[src/rtl/txq_pkg.sv]
package txq_pkg;
  typedef logic tag_t;
  localparam tag_t TAG_DATA = 1'b0;
  localparam tag_t TAG_CMD  = 1'b1;
endpackage

[src/rtl/txq_store.sv]
module txq_store #(
  parameter int DW = 8,
  parameter int AW = 2
) (
  input  logic          clk,
  input  logic          we,
  input  logic [AW-1:0] waddr,
  input  logic [DW:0]   wword,
  input  logic [AW-1:0] raddr,
  output logic [DW:0]   rword
);
  localparam int DEPTH = 1 << AW;

  logic [DW:0] mem [DEPTH];

  always_ff @(posedge clk) begin
    if (we) mem[waddr] <= wword;
  end

  assign rword = mem[raddr];
endmodule

[src/rtl/txq_ptr_ctrl.sv]
module txq_ptr_ctrl #(
  parameter int AW = 2
) (
  input  logic        clk,
  input  logic        rst,
  input  logic        wr_req,
  input  logic        pop,
  input  logic        loop_en,
  input  logic        eng_idle,
  output logic [AW:0] wr_ptr,
  output logic [AW:0] rd_ptr,
  output logic        wr_ok,
  output logic        empty_raw,
  output logic        ovf
);
  localparam logic [AW:0] FULL_OCC = {1'b1, {AW{1'b0}}};

  logic        loop_q;
  logic [AW:0] shadow;
  logic [AW:0] base;
  logic [AW:0] occ_base;
  logic        full_raw;
  logic        restore;
  logic        rd_step;

  assign base      = loop_q ? shadow : rd_ptr;
  assign occ_base  = wr_ptr - base;
  assign full_raw  = (occ_base == FULL_OCC);
  assign empty_raw = (wr_ptr == rd_ptr);
  assign wr_ok     = wr_req && !full_raw;
  assign restore   = loop_en && loop_q && empty_raw && eng_idle;
  assign rd_step   = pop && !empty_raw;

  always_ff @(posedge clk) begin
    if (rst) begin
      wr_ptr <= '0;
      rd_ptr <= '0;
      shadow <= '0;
      loop_q <= 1'b0;
      ovf    <= 1'b0;
    end else begin
      loop_q <= loop_en;
      if (loop_en && !loop_q) shadow <= rd_ptr;
      if (wr_ok) wr_ptr <= wr_ptr + 1'b1;
      if (wr_req && full_raw) ovf <= 1'b1;
      if (restore) rd_ptr <= shadow;
      else if (rd_step) rd_ptr <= rd_ptr + 1'b1;
    end
  end

  AST_OCC_BOUND: assert property (@(posedge clk) disable iff (rst)
    (wr_ptr - base) <= FULL_OCC);
  AST_OVF_STICKY: assert property (@(posedge clk) disable iff (rst)
    ovf |=> ovf);
  AST_POP_EMPTY: assert property (@(posedge clk) disable iff (rst)
    (pop && empty_raw && !restore) |=> $stable(rd_ptr));
endmodule

[src/rtl/txq_status.sv]
module txq_status #(
  parameter int AW       = 2,
  parameter int LOW_MARK = 1
) (
  input  logic        clk,
  input  logic        rst,
  input  logic        loop_en,
  input  logic [AW:0] wr_ptr,
  input  logic [AW:0] rd_ptr,
  output logic [AW:0] count,
  output logic        empty,
  output logic        full,
  output logic        low
);
  localparam logic [AW:0] FULL_OCC = {1'b1, {AW{1'b0}}};
  localparam logic [AW:0] LOW_LVL  = (AW+1)'(LOW_MARK);

  logic [AW:0] occ;
  assign occ = wr_ptr - rd_ptr;

  always_ff @(posedge clk) begin
    if (rst) begin
      count <= '0;
      empty <= 1'b1;
      full  <= 1'b0;
      low   <= 1'b1;
    end else if (!loop_en) begin
      count <= occ;
      empty <= (occ == '0);
      full  <= (occ == FULL_OCC);
      low   <= (occ <= LOW_LVL);
    end
  end

  AST_FLAG_EXCL: assert property (@(posedge clk) disable iff (rst)
    !(full && empty));
  AST_EMPTY_COUNT: assert property (@(posedge clk) disable iff (rst)
    empty |-> (count == '0));
  AST_FROZEN: assert property (@(posedge clk) disable iff (rst)
    loop_en |=> $stable(count));
endmodule

[src/rtl/txq_frame_gate.sv]
module txq_frame_gate #(
  parameter int DW  = 8,
  parameter int FBW = 8
) (
  input  logic           clk,
  input  logic           rst,
  input  logic           word_done,
  input  logic           head_valid,
  input  logic           head_cmd,
  input  logic [FBW-1:0] frame_bits,
  input  logic           eng_idle,
  input  logic           hreq,
  input  logic           hreq_gate,
  input  logic           blk_en,
  output logic           frame_end,
  output logic           start_ok
);
  localparam logic [FBW:0] STEP = (FBW+1)'(DW);

  logic [FBW-1:0] acc;
  logic [FBW:0]   acc_sum;
  logic           reach;
  logic           cmd_next;
  logic           idle_q;
  logic           req_lat;

  assign acc_sum  = {1'b0, acc} + STEP;
  assign reach    = acc_sum >= {1'b0, frame_bits};
  assign cmd_next = head_valid && head_cmd;

  always_ff @(posedge clk) begin
    if (rst) begin
      acc       <= '0;
      frame_end <= 1'b0;
      idle_q    <= 1'b0;
      req_lat   <= 1'b0;
      start_ok  <= 1'b0;
    end else begin
      frame_end <= 1'b0;
      if (word_done) begin
        if (reach || cmd_next) begin
          frame_end <= 1'b1;
          acc       <= '0;
        end else begin
          acc <= acc_sum[FBW-1:0];
        end
      end
      idle_q <= eng_idle;
      if (eng_idle && !idle_q) req_lat <= hreq;
      start_ok <= blk_en && (!hreq_gate || req_lat) && head_valid;
    end
  end

  AST_FRAME_SRC: assert property (@(posedge clk) disable iff (rst)
    frame_end |-> $past(word_done));
  AST_START_QUAL: assert property (@(posedge clk) disable iff (rst)
    start_ok |-> ($past(blk_en) && $past(head_valid)));
endmodule

[src/rtl/txq_loop_fifo.sv]
module txq_loop_fifo #(
  parameter int DW       = 8,
  parameter int AW       = 2,
  parameter int FBW      = 8,
  parameter int LOW_MARK = 1
) (
  input  logic           clk,
  input  logic           rst,
  input  logic           blk_en,
  input  logic           wr_en,
  input  logic           wr_cmd,
  input  logic [DW-1:0]  wr_data,
  input  logic           pop,
  output logic [DW-1:0]  head_data,
  output logic           head_cmd,
  output logic           head_valid,
  input  logic           loop_en,
  input  logic           eng_idle,
  input  logic           word_done,
  input  logic [FBW-1:0] frame_bits,
  input  logic           hreq,
  input  logic           hreq_gate,
  output logic [AW:0]    q_count,
  output logic           q_empty,
  output logic           q_full,
  output logic           q_low,
  output logic           q_ovf,
  output logic           frame_end,
  output logic           start_ok
);
  import txq_pkg::*;

  logic [AW:0] wr_ptr;
  logic [AW:0] rd_ptr;
  logic        wr_ok;
  logic        empty_raw;
  logic [DW:0] rd_word;
  tag_t        wr_tag;

  assign wr_tag = wr_cmd ? TAG_CMD : TAG_DATA;

  txq_ptr_ctrl #(.AW(AW)) ptr_i (
    .clk(clk), .rst(rst), .wr_req(wr_en), .pop(pop), .loop_en(loop_en),
    .eng_idle(eng_idle), .wr_ptr(wr_ptr), .rd_ptr(rd_ptr), .wr_ok(wr_ok),
    .empty_raw(empty_raw), .ovf(q_ovf)
  );

  txq_store #(.DW(DW), .AW(AW)) store_i (
    .clk(clk), .we(wr_ok), .waddr(wr_ptr[AW-1:0]), .wword({wr_tag, wr_data}),
    .raddr(rd_ptr[AW-1:0]), .rword(rd_word)
  );

  txq_status #(.AW(AW), .LOW_MARK(LOW_MARK)) stat_i (
    .clk(clk), .rst(rst), .loop_en(loop_en), .wr_ptr(wr_ptr), .rd_ptr(rd_ptr),
    .count(q_count), .empty(q_empty), .full(q_full), .low(q_low)
  );

  assign head_valid = !empty_raw;
  assign head_data  = rd_word[DW-1:0];
  assign head_cmd   = (rd_word[DW] == TAG_CMD);

  txq_frame_gate #(.DW(DW), .FBW(FBW)) gate_i (
    .clk(clk), .rst(rst), .word_done(word_done), .head_valid(head_valid),
    .head_cmd(head_cmd), .frame_bits(frame_bits), .eng_idle(eng_idle),
    .hreq(hreq), .hreq_gate(hreq_gate), .blk_en(blk_en),
    .frame_end(frame_end), .start_ok(start_ok)
  );

  AST_HEAD_TRACK: assert property (@(posedge clk) disable iff (rst)
    (!loop_en && $past(!loop_en) && !head_valid && $past(!head_valid) && !wr_en) |=> q_empty);
endmodule

[config.mk]
export PLATFORM = sky130hd
export DESIGN_NAME = txq_loop_fifo
export DESIGN_NICKNAME = d
export VERILOG_FILES = /design/src/rtl/txq_pkg.sv /design/src/rtl/txq_store.sv /design/src/rtl/txq_ptr_ctrl.sv /design/src/rtl/txq_status.sv /design/src/rtl/txq_frame_gate.sv /design/src/rtl/txq_loop_fifo.sv
export SDC_FILE = /design/constraint.sdc
export NUM_CORES = 1
export LEC_CHECK = 0
export BUFFER_PORTS_ARGS = -buffer_cell sky130_fd_sc_hd__buf_2
export CAP_MARGIN = 20
export CORE_MARGIN = 2
export CORE_UTILIZATION = 30
export CTS_CLUSTER_DIAMETER = 100
export DETAILED_ROUTE_END_ITERATION = 10
export GPL_TIMING_DRIVEN = 0
export PLACE_DENSITY = 0.59
export SLEW_MARGIN = 20
export SYNTH_ARGS = -nofsm -noshare
export SYNTH_HDL_FRONTEND = slang
export SYNTH_SLANG_ARGS = --single-unit
[constraint.sdc]
create_clock -name clk -period 3.25 [get_ports clk]
set_input_delay 0 -clock clk [delete_from_list [all_inputs] [get_ports clk]]
set_output_delay 0 -clock clk [all_outputs]
set_load 0.005 [all_outputs]
==> metrics, run 1 <==
Synth area leader edfxtp_1; DRC viols 0; vias about 1900; met3 wire len 162 um; Mapped Area around 2900 um^2; RSZ-0062 raised after global routing no; Syn Inst Count between 200 and 250; Antenna diodes 0; clock tree root buffer cell clkbuf_8; max cap viols 0; DR WL/cell 13.0 um; final hold violation count 0; relative slew slack 0.593; CTS HTree Levels 3; fin area 3650 um^2; Synth Area in Simple Gates 0.110; layout cells sized above 1 0.232; number of cells after detailed placement a little under 400; post-synthesis adder-cell area fraction 0.0724; final setup fails 0; final core area utilization 0.395; yosys warns 0; Setup crit start kind flip-flop; cts bufs inserted 9; initial DRC count 45; DP HPWL 3760 um; Netlist cell types 41; Worst Clk Skew 0.00680 ns; initial antenna violation count 0; syn_nets 260; Worst Slack Setup Final between 0.4 and 0.5 ns; Placed Instance Area approximately 3300 um^2; Seq/Total Area, Yosys 0.572; Final Critical Period 2.85 ns; router iterations before antenna repair 6; CP Max Fanout 9; WL final roughly 5500 um; worst hold path type input pin to flip-flop; Worst-Margin Slew about 0.6 ns; post-route insts no fill 422; Clk Latency, worst-skew pair 0.34 ns; EDFF count, synth 36; met2 wire len 2770 um; Syn-to-layout area delta 27.1%; post-synthesis xor/xnor area fraction 0.0262; Worst VDD drop 0.249 mV; top cells by area, synth edfxtp_1 38%, dfxtp_1 20%, ha_1 6.5%; nets around 330; cell area power density 800 nW/um^2; Compound-Gate Fraction of Synth Area 0.0663; global-route usage over all layers 0.116; post-CTS setup buffers 0; Fin Setup TNS 0 ns; post-route ant nets 0; Seq cells post-synth 64; chip width 102 um; top-area cell type share of the netlist area 0.377; Max Root-Sink Buffers 2; Synth Area per Inst approximately 13 um^2; period utilization 0.876; Crit Path Class flip-flop to flip-flop; Place WS approximately 0.38 ns; Critical Path RT 3.22 ns; CP Capture Type flip-flop; std cell rows 35; first-pass GRT wire length 9050 um; core area 9240 um^2; Slew Limit Fails 0; I/O pin cnt 46; routability cong. 0.741; vias in the first global route 1863; CTS tree done; top cells by count, synth 36 x edfxtp_1, 28 x dfxtp_1, 17 x nor2_1, 15 x ha_1; Die Footprint a little over 10000 um^2; grt ovf 0; main combinational cell family by area after synthesis multiplexers; M1 WL 2460 um; LEAKAGE about 1.4 nW; pin count of the biggest net entering global routing 12; Clk pin slew, worst setup/hold paths 0.07 ns; clk sinks 64; Primary FF master, synth edfxtp_1; most numerous cell in the Yosys netlist edfxtp_1; Port Buffer Count 44; chip height 102 um; status finished, final reports clean; post-synthesis mux area share 0.123; Worst Path Arrival 2.82 ns; top routing layer in use met4; vias per cell 4.42; Fmax 351 MHz; Min Hold Slack 0.0805 ns; asr flop ratio synth 0; Initial Utilization 0.311; total power 2.92 mW
placed cells by master (no fill, tap or decap), drive strengths merged, types with 4 or more instances in the layout:
cell / Yosys / final
a21oi: 13 / 13
buf: 2 / 46
dlygate4sd3: 0 / 16
mux4: 9 / 9
mux2: 4 / 4
nor2: 17 / 17
nor3: 5 / 5
ha: 15 / 15
mux2i: 8 / 8
edfxtp: 36 / 36
nor2b: 5 / 5
inv: 14 / 14
clkbuf: 5 / 15
dfxtp: 28 / 28
nand2b: 9 / 9
nand2: 8 / 8
and2: 5 / 5
final timing paths:
| check | from | slack, ns | depth (start not counted) | end |
|---|---|---|---|---|
| max | ptr_i.loop_q | 0.40 | 6 | store_i.mem[0][8] |
| min | word_done | 0.08 | 3 | gate_i.frame_end |
| max reg2reg | ptr_i.loop_q | 0.40 | 6 | store_i.mem[0][8] |
| min reg2reg | stat_i.low | 0.48 | 2 | stat_i.low |
sequential cells by signal, summed over array words and instances, names as in the netlist, named ones only:
signal / flops
gate_i.start_ok: 1
gate_i.acc: 5
gate_i.frame_end: 1
ptr_i.shadow: 3
ptr_i.loop_q: 1
stat_i.empty: 1
ptr_i.ovf: 1
stat_i.low: 1
store_i.mem: 36
gate_i.req_lat: 1
ptr_i.rd_ptr: 3
stat_i.full: 1
gate_i.idle_q: 1
stat_i.count: 3
ptr_i.wr_ptr: 3
critical path, stage by stage, from the launching register on:
cell	delay, ns
dfxtp_1	0.43
mux2i_1	0.23
ha_1	0.26
a21oi_1	0.25
xnor3_1	0.38
a21boi_1	0.41
and2_1	0.53
area by class of cell:
class / instances / area [um^2]
plain buffers: 7 / 33.8
clock buffers: 10 / 128
clock inverters: 6 / 108
fillers: 907 / 5590
inverters: 14 / 52.6
multi-input cells: 132 / 1140
flip-flops and latches: 64 / 1640
well taps: 129 / 161
repair buffers: 60 / 380
where the power goes:
part	switching [mW]	internal, mW
Clock	0.296	0.507
Sequential	0.0800	1.04
Combinational	0.516	0.478
logic make-up after synthesis:
kind of cell | count (synthesis)
buf+inv | 21
simple gates | 60
xor+xnor | 7
flops | 64
compound gates | 28
fa+ha+maj | 16
mux | 21
timing repair:
item | CTS | global route
hold buffers | 16 | 0
hold endpoints to repair | 43 | 0
resized for setup | 0 | 0
per-layer routing:
metal | track usage | vias to the layer above
met4 | 0.0492 | 0
met2 | 0.194 | 24
li1 | - | 941
met5 | 0 | -
met3 | 0.0369 | 7
met1 | 0.140 | 892
Power figures use the tool's default switching activity.
==> run 2: changes to the inputs <==
- CELL_PAD_IN_SITES_DETAIL_PLACEMENT: unset -> 0
- CELL_PAD_IN_SITES_GLOBAL_PLACEMENT: unset -> 1
- GPL_TIMING_DRIVEN: 0 -> 1
- PLACE_DENSITY: 0.59 -> 0.69
- clock period: 3.25 -> 2.5 ns (I/O delays scaled with it)
==> metrics, run 2 (synthesis gave the netlist of run 1 again) <==
status finished, final reports clean; Worst Clk Skew 0.00630 ns (-0.000491 ns); most common cell after layout, fill and taps aside buf_2; reg2reg start ptr_i.loop_q; Worst VDD drop 0.266 mV (+6.7%); nets 336 (+1.5%); clk sinks 64 (unchanged); Worst Path Arrival 2.38 ns (-0.44 ns); global-route usage over all layers 0.109 (-0.00780); Antenna diodes 0 (unchanged); commonest non-fill, non-tap cells in the layout 45 x buf_2, 36 x edfxtp_1, 28 x dfxtp_1; post-route insts no fill 427 (+1.2%); post-route ant nets 0 (unchanged); hold worst-path end ptr_i.loop_q; final setup fails 0 (unchanged); initial DRC count 67 (+49%); R2R depth 8 (+2); largest registers store_i.mem: 36 flops, gate_i.acc: 5 flops; pin count of the biggest net entering global routing 31 (+19); Die Footprint 10400 um^2 (unchanged); CTS HTree Levels 3 (unchanged); chip height 102 um (unchanged); Final Critical Period 2.33 ns (-0.518 ns); cts bufs inserted 9 (unchanged); CTS tree done; LEAKAGE 1.47 nW (+2.1%); clock tree root buffer cell clkbuf_8; Clk pin slew, worst setup/hold paths 0.07 ns (about the same); vias per cell 4.35 (-1.5%); post-CTS setup buffers 0 (unchanged); RSZ-0062 raised after global routing no; first-pass GRT wire length 8490 um (-6.2%); DR WL/cell 12.6 um (-3.2%); relative slew slack 0.629 (+0.0363); router iterations before antenna repair 4 (-2); period utilization 0.932 (+0.0556); Port Buffer Count 45 (+2.3%); Critical Path RT 2.55 ns (-0.67 ns); Fin Setup TNS 0 ns (unchanged); routability cong. 0.718 (-3.1%); core area 9240 um^2 (unchanged); WL final 5370 um (-2.0%); Initial Utilization 0.311 (unchanged); grt ovf 0 (unchanged); Max Root-Sink Buffers 2 (unchanged); Worst R2R End store_i.mem[3][5]; chip width 102 um (unchanged); final hold violation count 0 (unchanged); Setup crit start kind flip-flop; Clk Latency, worst-skew pair 0.33 ns (about the same); layout cells sized above 1 0.272 (+0.0397); Hold Startpoint loop_en; CP Capture Type flip-flop; worst hold path type input pin to flip-flop; number of cells after detailed placement 396 (+1.5%); vias 1858 (-0.32%); Largest Register store_i.mem; WHS Path Cells 2 (-1); vias in the first global route 1786 (-4.1%); Syn-to-layout area delta 28.2%; DRC viols 0 (unchanged); Worst-Margin Slew 0.557 ns (-0.0544 ns); Slew Limit Fails 0 (unchanged); FF-to-FF setup slack 0.17 ns (-0.23 ns); Crit Path Class flip-flop to flip-flop; DP HPWL 3870 um (+3.0%); initial antenna violation count 0 (unchanged); worst setup path startpoint ptr_i.loop_q; Fmax 429 MHz (+22%); max reg flops 36 (unchanged); I/O pin cnt 46 (unchanged); CP Max Fanout 9 (unchanged); max cap viols 0 (unchanged); cell area power density 999 nW/um^2 (+25%); std cell rows 35 (unchanged)
## run 2: changes by cell type in the layout (fill, tap and decap cells not counted), sizes merged
cell / before / now
buf: 46 / 57
clkbuf: 15 / 10
bufinv: 3 / 1
clkinv: 3 / 4
clkinvlp: 0 / 1
dlygate4sd3: 16 / 15
## run 2: worst max-delay path, cell delays in order, from the launching register on
cell and delay (ns):
dfxtp_1 0.37, mux2i_1 0.23, ha_1 0.28, a21oi_2 0.21, xnor3_1 0.35, a21boi_1 0.15, buf_4 0.15, and2_1 0.17
buf_12 0.14
## run 2: cell type report
| cell class | instances | area, um^2 |
|---|---|---|
| Clock buffer | 10 | 128 |
| Fill cell | 896 | 5560 |
| Tap cell | 129 | 161 |
| Multi-Input combinational cell | 132 | 1150 |
| Inverter | 14 | 52.6 |
| Clock inverter | 6 | 60.1 |
| Timing Repair Buffer | 72 | 490 |
| Sequential cell | 64 | 1640 |
## run 2: per-layer routing
| layer | GRT usage | vias up | routed length (um) |
|---|---|---|---|
| met2 | 0.177 | 31 | 2570 |
| met5 | 0 | - | 0 |
| met4 | 0.0585 | 0 | 118 |
| li1 | - | 946 | - |
| met1 | 0.132 | 871 | 2480 |
| met3 | 0.0294 | 10 | 206 |
## run 2: per-stage QoR
stage          hold WS [ns]  instance area, um^2  total power, mW  utilization  setup slack, ns
3_3_place_gp          0.232                 3340             2.84        0.361            0.159
6_report             0.0643                 3680             3.68        0.398            0.171
3_5_place_dp          0.229                 3340             2.85        0.361            0.113
4_1_cts              0.0472                 3680             3.72        0.398           0.0732
2_1_floorplan        0.0989                 2870             2.34            -           0.0829
5_1_grt              0.0559                 3680             3.95        0.398           0.0308
## run 2: worst max-delay path by stage
stage / endpoint / slack (ns) / depth (start not counted)
final: store_i.mem[3][5] / 0.17 / 8
after global routing: store_i.mem[2][3] / 0.03 / 8
after CTS: store_i.mem[3][3] / 0.07 / 8
after detailed placement: store_i.mem[3][2] / 0.11 / 8
after global placement: store_i.mem[1][2] / 0.16 / 8
after floorplan: store_i.mem[3][0] / 0.08 / 6
## run 2: where the power goes
part	switching [mW]	total [mW]	internal [mW]	leakage, nW
registers	0.0940	1.45	1.35	0.559
logic	0.686	1.38	0.699	0.817
clock network	0.388	0.843	0.455	0.0937
total	1.17	3.68	2.51	1.47
## run 2: timing repair
action | in CTS | in global routing
endpoints found under the hold margin | 43 | 0
resized for setup | 0 | 1
hold buffers | 15 | 0
endpoints found under the setup margin | 0 | 36
==> run 3: changes to the inputs <==
==> constraint.sdc (replaced) <==
create_clock -name clk -period 2.5 [get_ports clk]
set_input_delay 0.5 -clock clk [delete_from_list [all_inputs] [get_ports clk]]
set_output_delay 0.5 -clock clk [all_outputs]
set_load 0.005 [all_outputs]
==> metrics, run 3 (synthesis gave the netlist of run 1 again) <==
hold_buf cts 0 (-15); first-pass GRT wire length 8360 um (-1.5%); Worst-Margin Slew 0.555 ns (-0.00179 ns); post-route ant nets 0 (unchanged); DR WL/cell 12.8 um (+1.9%); CTS tree done; Clk pin slew, worst setup/hold paths 0.08 ns (about the same); max cap viols 0 (unchanged); Critical Path RT 2.55 ns (about the same); commonest non-fill, non-tap cells in the layout 45 x buf_2, 36 x edfxtp_1, 28 x dfxtp_1; initial antenna violation count 0 (unchanged); status finished, final reports clean; chip width 102 um (unchanged); Setup crit start kind flip-flop; Worst VDD drop 0.267 mV (+0.43%); vias per cell 4.39 (+0.96%); Placed Instance Area 3340 um^2 (unchanged); final core area utilization 0.382 (-0.0162); Fin Setup TNS 0 ns (unchanged); DP HPWL 3870 um (unchanged); nets 321 (-4.5%); Syn-to-layout area delta 23.0%; pin count of the biggest net entering global routing 31 (unchanged); Largest Register store_i.mem; cts bufs inserted 9 (unchanged); CTS HTree Levels 3 (unchanged); fin area 3530 um^2 (-4.1%); total power 3.65 mW (-0.57%); final hold violation count 0 (unchanged); core area 9240 um^2 (unchanged); period utilization 0.932 (about the same); grt ovf 0 (unchanged); Worst Clk Skew 0.00933 ns (+0.00303 ns); I/O pin cnt 46 (unchanged); relative slew slack 0.630 (+0.00120); CP Capture Type flip-flop; DRC viols 0 (unchanged); layout cells sized above 1 0.286 (+0.0144); Fmax 429 MHz (about the same); clk sinks 64 (unchanged); cell area power density 1040 nW/um^2 (+3.7%); Initial Utilization 0.311 (unchanged); Worst Path Arrival 2.38 ns (about the same); most common cell after layout, fill and taps aside buf_2; routability cong. 0.718 (unchanged); global-route usage over all layers 0.107 (-0.00146); Clk Latency, worst-skew pair 0.34 ns (about the same); Antenna diodes 0 (unchanged); clock tree root buffer cell clkbuf_8; final setup fails 0 (unchanged); CP Max Fanout 9 (unchanged); WL final 5280 um (-1.7%); post-route insts no fill 412 (-3.5%); vias 1810 (-2.6%); largest registers store_i.mem: 36 flops, gate_i.acc: 5 flops; vias in the first global route 1745 (-2.3%); number of cells after detailed placement 396 (unchanged); Port Buffer Count 45 (unchanged); Max Root-Sink Buffers 2 (unchanged); chip height 102 um (unchanged); initial DRC count 58 (-13%); worst hold path type input pin to flip-flop; max reg flops 36 (unchanged); Slew Limit Fails 0 (unchanged); router iterations before antenna repair 4 (unchanged); Final Critical Period 2.33 ns (-0.000261 ns); LEAKAGE 1.40 nW (-4.4%); std cell rows 35 (unchanged); Crit Path Class flip-flop to flip-flop; RSZ-0062 raised after global routing no; Die Footprint 10400 um^2 (unchanged)
## run 3: per-layer routing
metal  wire [um]  track usage  vias up
met4         118       0.0585        0
met1        2390        0.130      852
li1            -            -      915
met5           0            0        -
met2        2550        0.174       33
met3         220       0.0301       10
## run 3: power by group
group | internal [mW] | leakage [nW] | switching (mW) | total, mW
registers | 1.35 | 0.559 | 0.0941 | 1.45
logic | 0.681 | 0.752 | 0.680 | 1.36
clock network | 0.455 | 0.0937 | 0.391 | 0.846
## run 3: per-stage QoR
step	hold slack [ns]	worst slack (ns)
after floorplan	0.455	0.0829
after global placement	0.465	0.159
after detailed placement	0.475	0.113
after CTS	0.369	0.0732
after global routing	0.367	0.0308
final	0.384	0.171
## run 3: critical path, stage by stage, from the launching register on
cell and delay [ns]:
dfxtp_1 0.37, mux2i_1 0.23, ha_1 0.28, a21oi_2 0.21, xnor3_1 0.35, a21boi_1 0.15
buf_4 0.15, and2_1 0.17, buf_12 0.14
## run 3: worst paths after layout
| path | endpoint | from | cells after the start | slack (ns) |
|---|---|---|---|---|
| max | store_i.mem[3][3] | ptr_i.loop_q | 8 | 0.17 |
| min | store_i.mem[2][7] | wr_data[7] | 1 | 0.38 |
| max reg2reg | store_i.mem[3][3] | ptr_i.loop_q | 8 | 0.17 |
| min reg2reg | stat_i.full | stat_i.full | 2 | 0.49 |
## run 3: cell type report
type,count,area (um^2)
clock buffers,10,128
clock inverters,6,60.1
fillers,912,5710
inverters,14,52.6
multi-input cells,132,1150
flip-flops and latches,64,1640
well taps,129,161
repair buffers,57,340
## run 3: repair_timing
item                                    in CTS  in global routing
gates resized for setup                      0                  1
setup buffers                                0                  0
endpoints found under the setup margin       0                 36
